===== config.mk =====
export PLATFORM = sky130hd
export DESIGN_NAME = irq_status_ctrl
export DESIGN_NICKNAME = d
export VERILOG_FILES = /design/src/rtl/irq_pkg.sv /design/src/rtl/irq_bus_decode.sv /design/src/rtl/irq_pending_reg.sv /design/src/rtl/irq_enable_gate.sv /design/src/rtl/irq_status_ctrl.sv
export SDC_FILE = /design/constraint.sdc
export NUM_CORES = 1
export LEC_CHECK = 0
export ABC_AREA = 1
export CAP_MARGIN = 40
export CORE_ASPECT_RATIO = 0.5
export CORE_UTILIZATION = 42
export CTS_BUF_LIST = sky130_fd_sc_hd__clkbuf_4 sky130_fd_sc_hd__clkbuf_8 sky130_fd_sc_hd__clkbuf_16
export CTS_CLUSTER_SIZE = 24
export DETAILED_ROUTE_END_ITERATION = 6
export GPL_TIMING_DRIVEN = 0
export PLACE_DENSITY_LB_ADDON = 0.2
export SYNTH_ARGS = -nofsm -noshare
export SYNTH_HDL_FRONTEND = slang
export SYNTH_SLANG_ARGS = --single-unit
export TNS_END_PERCENT = 10

===== constraint.sdc =====
create_clock -name clk_i -period 1.7 [get_ports clk_i]
set_input_delay 0.255 -clock clk_i [delete_from_list [all_inputs] [get_ports clk_i]]
set_output_delay 0.255 -clock clk_i [all_outputs]
set_load 0.005 [all_outputs]

===== src/rtl/irq_pkg.sv =====
package irq_pkg;
  // fixed roles of source positions
  localparam int unsigned SRC_DMA   = 3;
  localparam int unsigned SRC_SERIAL = 7;
  localparam int unsigned SRC_SOUND = 9;

  typedef enum logic {
    ACC_HALF = 1'b0,
    ACC_WORD = 1'b1
  } acc_size_e;
endpackage


===== src/rtl/irq_bus_decode.sv =====
module irq_bus_decode import irq_pkg::*; #(
  parameter int unsigned ADDR_W   = 12,
  parameter int unsigned NUM_SRC  = 16,
  parameter int unsigned DATA_W   = 32,
  parameter logic [ADDR_W-1:0] STAT_OFS = 12'h070,
  parameter logic [ADDR_W-1:0] MASK_OFS = 12'h074
) (
  input  logic               req_i,
  input  logic               we_i,
  input  logic               size_i,
  input  logic [ADDR_W-1:0]  addr_i,
  input  logic [DATA_W-1:0]  wdata_i,
  input  logic [NUM_SRC-1:0] status_i,
  input  logic [NUM_SRC-1:0] mask_i,
  output logic               stat_we_o,
  output logic               mask_we_o,
  output logic [NUM_SRC-1:0] wr_data_o,
  output logic [DATA_W-1:0]  rdata_o
);
  localparam int unsigned WORD_W = ADDR_W - 2;

  acc_size_e  acc;
  logic       low_half;
  logic       hit_stat, hit_mask;
  logic [NUM_SRC-1:0] rsel;
  logic       unused_bits;

  assign acc      = acc_size_e'(size_i);
  // a half-word access to the upper half of a word reaches nothing
  assign low_half = (acc == ACC_WORD) || !addr_i[1];
  assign hit_stat = req_i && low_half && (addr_i[ADDR_W-1:2] == STAT_OFS[ADDR_W-1:2]);
  assign hit_mask = req_i && low_half && (addr_i[ADDR_W-1:2] == MASK_OFS[ADDR_W-1:2]);

  assign stat_we_o = hit_stat && we_i;
  assign mask_we_o = hit_mask && we_i;
  assign wr_data_o = wdata_i[NUM_SRC-1:0];

  always_comb begin
    rsel = '0;
    if (hit_stat && !we_i)      rsel = status_i;
    else if (hit_mask && !we_i) rsel = mask_i;
  end

  assign rdata_o     = {{(DATA_W-NUM_SRC){1'b0}}, rsel};
  assign unused_bits = ^{wdata_i[DATA_W-1:NUM_SRC], addr_i[0]};


  always_comb r7_onehot_chk: assert ($onehot0({hit_stat, hit_mask}));
endmodule


===== src/rtl/irq_pending_reg.sv =====
module irq_pending_reg #(
  parameter int unsigned NUM_SRC = 16
) (
  input  logic               clk_i,
  input  logic               rst_ni,
  input  logic [NUM_SRC-1:0] src_i,
  input  logic               ack_we_i,
  input  logic [NUM_SRC-1:0] ack_data_i,
  input  logic [NUM_SRC-1:0] mask_i,
  output logic [NUM_SRC-1:0] status_q_o,
  output logic [NUM_SRC-1:0] status_d_o
);
  logic [NUM_SRC-1:0] status_q, status_d;

  // per-bit next state; a new request overrides an acknowledge
  for (genvar b = 0; b < NUM_SRC; b++) begin : g_bit
    always_comb begin
      if (ack_we_i) status_d[b] = (status_q[b] & mask_i[b] & ack_data_i[b]) | src_i[b];
      else          status_d[b] = status_q[b] | src_i[b];
    end
  end

  always_ff @(posedge clk_i or negedge rst_ni) begin
    if (!rst_ni) status_q <= '0;
    else         status_q <= status_d;
  end

  assign status_q_o = status_q;
  assign status_d_o = status_d;


  src_sets_chk: assert property (@(posedge clk_i) disable iff (!rst_ni)
    (src_i != '0) |=> ((status_q & $past(src_i)) == $past(src_i)));

  ack_and_chk: assert property (@(posedge clk_i) disable iff (!rst_ni)
    (ack_we_i && src_i == '0) |=> (status_q == $past(status_q & mask_i & ack_data_i)));

  hold_chk: assert property (@(posedge clk_i) disable iff (!rst_ni)
    (!ack_we_i && src_i == '0) |=> $stable(status_q));
endmodule


===== src/rtl/irq_enable_gate.sv =====
module irq_enable_gate #(
  parameter int unsigned NUM_SRC = 16
) (
  input  logic               clk_i,
  input  logic               rst_ni,
  input  logic               mask_we_i,
  input  logic [NUM_SRC-1:0] mask_data_i,
  input  logic [NUM_SRC-1:0] status_d_i,
  output logic [NUM_SRC-1:0] mask_q_o,
  output logic               irq_o
);
  logic [NUM_SRC-1:0] mask_q, mask_d;
  logic               irq_q;

  assign mask_d = mask_we_i ? mask_data_i : mask_q;

  // evaluate on next-state values so a mask write shows on the following edge
  always_ff @(posedge clk_i or negedge rst_ni) begin
    if (!rst_ni) begin
      mask_q <= '0;
      irq_q  <= 1'b0;
    end else begin
      mask_q <= mask_d;
      irq_q  <= |(status_d_i & mask_d);
    end
  end

  assign mask_q_o = mask_q;
  assign irq_o    = irq_q;


  mask_load_chk: assert property (@(posedge clk_i) disable iff (!rst_ni)
    mask_we_i |=> (mask_q == $past(mask_data_i)));

  mask_hold_chk: assert property (@(posedge clk_i) disable iff (!rst_ni)
    !mask_we_i |=> $stable(mask_q));
endmodule


===== src/rtl/irq_status_ctrl.sv =====
module irq_status_ctrl #(
  parameter int unsigned ADDR_W  = 12,
  parameter int unsigned DATA_W  = 32,
  parameter int unsigned NUM_SRC = 16,
  parameter logic [ADDR_W-1:0] STAT_OFS = 12'h070,
  parameter logic [ADDR_W-1:0] MASK_OFS = 12'h074
) (
  input  logic               clk_i,
  input  logic               rst_ni,
  input  logic [NUM_SRC-1:0] src_i,
  input  logic               req_i,
  input  logic               we_i,
  input  logic               size_i,
  input  logic [ADDR_W-1:0]  addr_i,
  input  logic [DATA_W-1:0]  wdata_i,
  output logic [DATA_W-1:0]  rdata_o,
  output logic               irq_o
);
  logic               stat_we, mask_we;
  logic [NUM_SRC-1:0] wr_data, status_q, status_d, mask_q;

  irq_bus_decode #(
    .ADDR_W(ADDR_W), .NUM_SRC(NUM_SRC), .DATA_W(DATA_W),
    .STAT_OFS(STAT_OFS), .MASK_OFS(MASK_OFS)
  ) u_decode (
    .req_i(req_i), .we_i(we_i), .size_i(size_i), .addr_i(addr_i),
    .wdata_i(wdata_i), .status_i(status_q), .mask_i(mask_q),
    .stat_we_o(stat_we), .mask_we_o(mask_we), .wr_data_o(wr_data),
    .rdata_o(rdata_o)
  );

  irq_pending_reg #(.NUM_SRC(NUM_SRC)) u_pending (
    .clk_i(clk_i), .rst_ni(rst_ni), .src_i(src_i),
    .ack_we_i(stat_we), .ack_data_i(wr_data), .mask_i(mask_q),
    .status_q_o(status_q), .status_d_o(status_d)
  );

  irq_enable_gate #(.NUM_SRC(NUM_SRC)) u_gate (
    .clk_i(clk_i), .rst_ni(rst_ni), .mask_we_i(mask_we),
    .mask_data_i(wr_data), .status_d_i(status_d),
    .mask_q_o(mask_q), .irq_o(irq_o)
  );


  irq_match_chk: assert property (@(posedge clk_i) disable iff (!rst_ni)
    irq_o == |(status_q & mask_q));

  src_wins_chk: assert property (@(posedge clk_i) disable iff (!rst_ni)
    (stat_we && src_i != '0) |=> ((status_q & $past(src_i)) == $past(src_i)));
endmodule


* Word level (Yosys, flattened, before mapping) *
Cells that the tools add are included.

storage, ports and cells
  bits in registers = 33
  input bits = 65
  output and inout port bits = 33
  word-level logic and storage cells = 100

operators by class
  eq/ne operators = 2
  multiplexer cells = 19
  bitwise logic cells = 65
  reductions and logical operators = 11

operators with widths
  kind                                                                     count
  16-bit 2-to-1 mux                                                        3
  1-bit AND                                                                32
  1-bit bitwise OR                                                         32
  10-bit by 5-bit equality test with 1-bit output (second input constant)  2
  16-bit AND                                                               1
  1-bit 2-to-1 mux                                                         16
  16-bit OR reduction                                                      1
  1-bit logical AND                                                        7
  1-bit logical NOT                                                        2
  1-bit logical OR                                                         1

* Logic depth before layout (Yosys ltp) *
Gate-level depths: netlist of run 1.

  depth after elaboration = 8
  depth in mapped cells = 16
  mapped depth without buffers = 15

* Modules after synthesis *
Synthesis of run 1 repeated with hierarchy kept, for this count alone.

unflattened totals
  cells, all modules = 349
  area total of the unflattened synthesis = 2597.5 um2

by module, submodules not included
  module           times used  cells each  area an instance (um2)  sequential area each (um2)
  irq_enable_gate  1           135         1016.0                  425.4
  irq_bus_decode   1           116         824.5                   0.0
  irq_pending_reg  1           98          757.0                   400.4

* Worst setup path after synthesis of run 1 *
Ideal clock, no wire load.

  path kind = input -> output
  start point = input addr_i[7]
  end point = output rdata_o[10]
  data arrival time = 1281 ps
  data required time = 1445 ps
  setup slack = 164 ps
  cell stages on the path = 8
  buffers on the path = 3
  path through = nor2_1 > nand2_1 > nor2_2 > buf_6 > buf_6 > nand3_4 > buf_2 > o31ai_1

between the ends
  cells in the longest elaborated chain, start to end = 5
  elaborated cells between the ends (all ways) = 8
  those cells by class = eq/ne (2); mux (2); reduce/logical (4)

ends and longest elaborated chain
  item                                             RTL line               source
  start: declaration                               irq_status_ctrl.sv:14  input logic [ADDR_W-1:0] addr_i,
  10-bit by 5-bit equality test with 1-bit output  irq_bus_decode.sv:32   assign hit_mask = req_i && low_half && (addr_i[ADDR_W-1:2] == MASK_OFS[ADDR_W-1:2]);
  1-bit logical AND                                irq_bus_decode.sv:32
  1-bit logical AND                                irq_bus_decode.sv:41   else if (hit_mask && !we_i) rsel = mask_i;
  16-bit 2-to-1 mux                                irq_bus_decode.sv:41
  16-bit 2-to-1 mux (*)                            irq_bus_decode.sv:40   if (hit_stat && !we_i) rsel = status_i;
  end: declaration                                 irq_status_ctrl.sv:16  output logic [DATA_W-1:0] rdata_o,

Mark *: on every way between the ends. The rest lies on a longest branch, timed or not.

* Worst setup path after layout of run 1 *
  start point = input addr_i[2]
  end point = output rdata_o[6]

The elaborated chain is that of the path after synthesis.

==> results of run 1 <==
==> stage by stage <==
stage	hold WS (ns)	total power [mW]	cells
final	0.03116	1.642	500
after global routing	0.1048	1.698	500
after CTS	0.05846	1.634	490
after detailed placement	0.3692	1.039	471
after global placement	0.4801	1.038	471
after floorplan	-0.04059	0.8949	337
==> Yosys cell counts (all sizes together) <==
cell type    n
clkinv       1
nand3       21
buf         29
nand2      109
inv         72
nand4       26
conb         1
o21ai        5
clkbuf       2
dfrtp       33
o31ai       16
nor2         7
==> area by class of cell <==
| type | instances | area share (%) |
|---|---|---|
| sequential | 33 | 23.49 |
| clock inverter | 2 | 0.2847 |
| timing repair buffer | 85 | 20.68 |
| buffer | 31 | 8.470 |
| clock buffer | 6 | 2.171 |
| inverter | 73 | 8.078 |
| multi-input combinational | 200 | 34.34 |
| tap | 70 | 2.491 |
==> layer usage <==
metal  part of all wire, %  GRT usage [%]
met5                     0              0
met4                   1.9          8.920
met3                   9.6          5.542
met2                    48          45.03
met1                    40          32.31
==> kinds of logic after synthesis <==
logic type | count (synthesis) | share of synthesized area (%)
DFF | 33 | 37.25
buffers and inverters | 104 | 22.40
other | 1 | 0.1691
AOI/OAI and AO/OA | 21 | 6.546
and+or+nand+nor | 163 | 33.63
==> power breakdown <==
part	leakage (nW)	switching [mW]	internal, mW
combinational	1.66	0.118	0.137
clock	0.0484	0.298	0.300
sequential	0.289	0.00135	0.787
==> worst register-to-register path, stage by stage, from the launching register on <==
cell     delay (ns)
dfrtp_1        0.39
inv_1          0.13
nand2_1        0.08
o21ai_1        0.12
inv_1          0.09
nand2_1        0.09
nand2_1        0.06
inv_1          0.06
nand2_1        0.06
nor2_1         0.10
nand2_1        0.06
==> state kept, by name (all words and copies together) (netlist names) <==
register,count
u_gate.irq_o,1
u_pending.status_q_o,16
u_gate.mask_q_o,16
==> how the worst min path moves through the flow <==
stage	slack, ns	cells after the start	endpoint
after floorplan	-0.04	0	u_gate.irq_o
after global placement	0.48	2	u_pending.status_q_o[11]
after detailed placement	0.37	1	u_gate.mask_q_o[10]
after CTS	0.06	1	u_gate.mask_q_o[4]
after global routing	0.10	1	u_gate.mask_q_o[10]
final	0.03	1	u_gate.mask_q_o[10]
==> repair_timing <==
action                     4_1_cts  5_1_grt
cloned                           1        1
gates resized for setup        156       28
pin swaps                       12        7
setup endpoints to repair       17       17
buffers inserted                10        9
==> impl_metrics.csv, run 1 <==
group,metric,value,unit
status,status,"finished, violations left",
status,violations,"negative setup slack",
logic_synthesis,synth_area_leader_cell,"dfrtp_1",
place,dpl_cell_area,2997,um^2
worst_setup_path,crit_top_cell,"nand2_2",
sta,worst_slew_pin_slew,0.7700,ns
floorplanning,die-area,5591,um^2
floorplanning,die_w,104.8,um
clocking,clkLatencyLatePin,0.29,ns
drt,firstDrtPassIters,4,
cells_and_area,multiInputGateArea,1207,um^2
sta,setup_viol,16,
clocking,cts_buffer_depth,2,
sta,fmax,0.5667,GHz
worst_setup_path,start_kind,"input pin",
cells_and_area,fin_util,70.32,%
logic_synthesis,syn_area_per_cell,6.885,um^2
cells_and_area,regArea,825.8,um^2
sta,max_slew_margin,48.67,%
worst_setup_path,required,1.44,ns
clocking,cts.sinks,33,
place,place_ws,-1.138,ns
clocking,cts_hold_buf,0,
cells_and_area,area_growth,58.58,%
global_routing,grt_overflow,0,
clocking,cts_tree,"done",
global_routing,grtUsageTotal,25.80,%
global_routing,grt_pass1_wl,10860,um
drt,route.detailed.drc,0,
global_routing,antenna_found_initial,0,
logic_synthesis,netlist_area,2217,um^2
global_routing,grt_max_degree,34,
place,place.gp.congestion,0.8450,
sta,tns,-0.4607,ns
logic_synthesis,synth_seq_cells,33,
sta,fin_crit_sh,103.8,%
sta,maxSlewViolCount,0,
drt,vias,2513,
clocking,cts.clk_slew.worst_paths,0.07,ns
logic_synthesis,netlist-cell-type-count,19,
floorplanning,initial_core_util,44.34,%
logic_synthesis,syn_inst,322,
sta,fin_skew,0.008292,ns
worst_setup_path,r2r_cells,10,
cells_and_area,layout_common_cells,"nand2_1, inv_1, buf_4, clkdlybuf4s50_1, dfrtp_1",
worst_setup_path,critPathTopFamily,"buffers and inverters",
global_routing,grt_pass1_vias,2306,
cells_and_area,fillers,403,
drt,wire_per_inst,15.00,um
worst_setup_path,critPathSlowestCell,"dlygate4sd2_1",
cells_and_area,layout-drive-gt1-share,30.23,%
floorplanning,coreArea,5000,um^2
logic_synthesis,synth_top_cell_area_share,37.25,%
worst_setup_path,path_cells,"dlygate4sd2_1 > inv_1 > nand2_2 > nor2_4 > nand2_2 > inv_4 > clkbuf_16 > nand3_1 > o31ai_4 > buf_2",
sta,layout_setup_ws,-0.06470,ns
min_path,hp-class,"input pin to async pin",
logic_synthesis,ys_top_cells_by_area,"dfrtp_1, nand2_1, inv_1",
place,hpwlAfterDp,4427,um
worst_setup_path,r2r_start,"u_gate.mask_q_o[2]",
floorplanning,floorplan.rows,18,
drt,via_per_inst,5.026,
cells_and_area,layout_commonest_cell,"nand2_1",
worst_setup_path,path_max_fanout,6,
pwr,vdd_drop_max,356.7,uV
drt,drt.antenna.violating_nets,0,
logic_synthesis,seq_area_frac_synth,37.25,%
worst_setup_path,cp-endpoint,"rdata_o[6]",
clocking,cts-root-buf,"clkbuf_8",
clocking,numCtsBuffers,5,
pwr,powerDensity,466.9,nW/um^2
worst_setup_path,worstPathArrival,1.51,ns
worst_setup_path,r2r_slack,0.36,ns
floorplanning,io_pins,98,
worst_setup_path,timing.rr.end,"u_gate.irq_o",
worst_setup_path,worst-path-stages,10,
sta,fin_crit,1.765,ns
worst_setup_path,critPathKind,"input pin to output pin",
sta,hold_violations,0,
floorplanning,fp.dieH,53.38,um
place,port_buffers,64,
clocking,h-tree-depth,2,
pwr,p_leak,2.000,nW
drt,wl,7498,um
sta,rsz0062_at_grt,"yes",
cells_and_area,fin_nets,494,
worst_setup_path,end_kind,"output pin",
worst_setup_path,cpPeakStageDelay,0.25,ns
worst_setup_path,startpoint,"addr_i[2]",
cells_and_area,fin_area,3516,um^2
job,drv_cap,0,
cells_and_area,num_antenna_cells,0,
logic_synthesis,yosys_warnings,0,
worst_setup_path,worst-path-buf-inv,5,
drt,drt_iter0_drc,152,
(Power assumes the default switching activity.)
==> run 2, diff against run 1 <==
Settings changed: CORE_UTILIZATION 42 to 50, DONT_BUFFER_PORTS set to 1.
==> impl_metrics.csv, run 2 (synthesized netlist as in run 1, its figures left out) <==
group,metric,value,unit
cells_and_area,layout-drive-gt1-share,20.51,%
sta,fin_crit,1.650,ns
sta,fin_skew,0.009244,ns
worst_setup_path,critPathKind,"input pin to output pin",
cells_and_area,fillers,345,
worst_setup_path,start_kind,"input pin",
sta,fin_crit_sh,97.08,%
place,placed_cells,391,
job,drv_cap,0,
drt,drt.antenna.violating_nets,0,
sta,layout_setup_ws,0.04966,ns
place,hpwlAfterDp,4121,um
floorplanning,die-area,4721,um^2
pwr,vdd_drop_max,366.1,uV
global_routing,grt_max_degree,34,
clocking,cts-root-buf,"clkbuf_8",
clocking,cts.sinks,33,
drt,via_per_inst,5.144,
cells_and_area,layout_commonest_cell,"nand2_1",
cells_and_area,stdcell_count,410,
sta,rsz0062_at_grt,"yes",
clocking,cts_buffer_depth,2,
drt,wire_per_inst,15.02,um
pwr,powerDensity,576.9,nW/um^2
cells_and_area,fin_area,2705,um^2
drt,wl,6160,um
global_routing,grt_pass1_wl,9342,um
place,dpl_cell_area,2341,um^2
global_routing,grtUsageTotal,26.39,%
clocking,h-tree-depth,2,
sta,hold_violations,0,
drt,drt_iter0_drc,140,
floorplanning,fp.dieH,49.09,um
floorplanning,io_pins,98,
place,port_buffers,0,
min_path,hp-class,"input pin to flop",
cells_and_area,num_antenna_cells,0,
pwr,p_leak,1.604,nW
drt,vias,2109,
clocking,numCtsBuffers,5,
sta,maxSlewViolCount,0,
drt,route.detailed.drc,0,
cells_and_area,fin_nets,421,
place,place.gp.congestion,0.8260,
floorplanning,coreArea,4064,um^2
worst_setup_path,path_max_fanout,8,
clocking,cts.clk_slew.worst_paths,0.07,ns
worst_setup_path,end_kind,"output pin",
clocking,cts_tree,"done",
drt,firstDrtPassIters,4,
cells_and_area,layout_common_cells,"nand2_1, inv_1, dfrtp_1",
pwr,power,1.560,mW
floorplanning,floorplan.rows,16,
place,place_ws,-0.1542,ns
sta,fmax,0.6059,GHz
sta,hold_slack,0.09394,ns
worst_setup_path,worstPathArrival,1.40,ns
global_routing,antenna_found_initial,0,
worst_setup_path,required,1.44,ns
cells_and_area,area_growth,22.01,%
global_routing,grt_overflow,0,
status,status,"finished clean",
floorplanning,die_w,96.17,um
floorplanning,initial_core_util,54.56,%
sta,setup_viol,0,
clocking,clkLatencyLatePin,0.28,ns
global_routing,grt_pass1_vias,1997,
==> run 2: worst paths after layout <==
| path | from | to | slack, ns | cells past startpoint |
|---|---|---|---|---|
| min | src_i[2] | u_pending.status_q_o[2] | 0.09 | 2 |
| max | addr_i[7] | rdata_o[5] | 0.05 | 8 |
| max reg2reg | u_gate.mask_q_o[14] | u_gate.irq_o | 0.50 | 10 |
| max in group asynchronous | rst_ni | u_gate.mask_q_o[0] | 1.09 | 2 |
| min in group asynchronous | rst_ni | u_pending.status_q_o[13] | 0.42 | 2 |
| min reg2reg | u_pending.status_q_o[1] | u_pending.status_q_o[1] | 0.50 | 2 |
==> run 2: routing by layer <==
layer,part of all wire (%),up-vias,GRT usage (%)
li1,-,1033,-
met1,44,995,35.86
met2,47,81,42.67
met3,8.6,0,7.477
met5,0,-,0
met4,0,0,4.229
==> run 2: per-stage QoR <==
step                utilization, %  setup TNS [ns]
CTS                          62.19        -0.02057
global route                 66.56        -0.06033
finish                       66.56               0
global placement             57.60         -0.8754
detailed placement           57.60          -1.355
floorplan                        -               0
==> run 2: cell type report <==
class / count / area, um^2 / area share [%]
flip-flops and latches: 33 / 825.8 / 30.53
plain buffers: 31 / 255.2 / 9.436
well taps: 54 / 67.56 / 2.498
clock buffers: 7 / 90.09 / 3.330
inverters: 73 / 274.0 / 10.13
repair buffers: 12 / 120.1 / 4.440
multi-input cells: 200 / 1072 / 39.64
==> run 2: what timing repair did <==
action                     in CTS  in global routing
hold endpoints to repair       33                  0
setup endpoints to repair      10                 16
pin swaps                       0                  2
hold buffers                    2                  0
buffers inserted                0                  8
gates resized for setup        14                 18
cloned                          0                  2
==> run 2: where the power goes <==
group,switching [mW],total [mW],internal [mW]
Sequential,0.00134,0.788,0.787
Clock,0.295,0.633,0.338
Combinational,0.0838,0.139,0.0553
Total,0.380,1.56,1.18
==> run 2: worst max-delay path, stage by stage <==
cell	delay, ns
nor2_1	0.08
nand2_1	0.09
nor2_4	0.15
buf_6	0.14
buf_8	0.11
nand3_4	0.14
clkbuf_16	0.23
o31ai_4	0.20
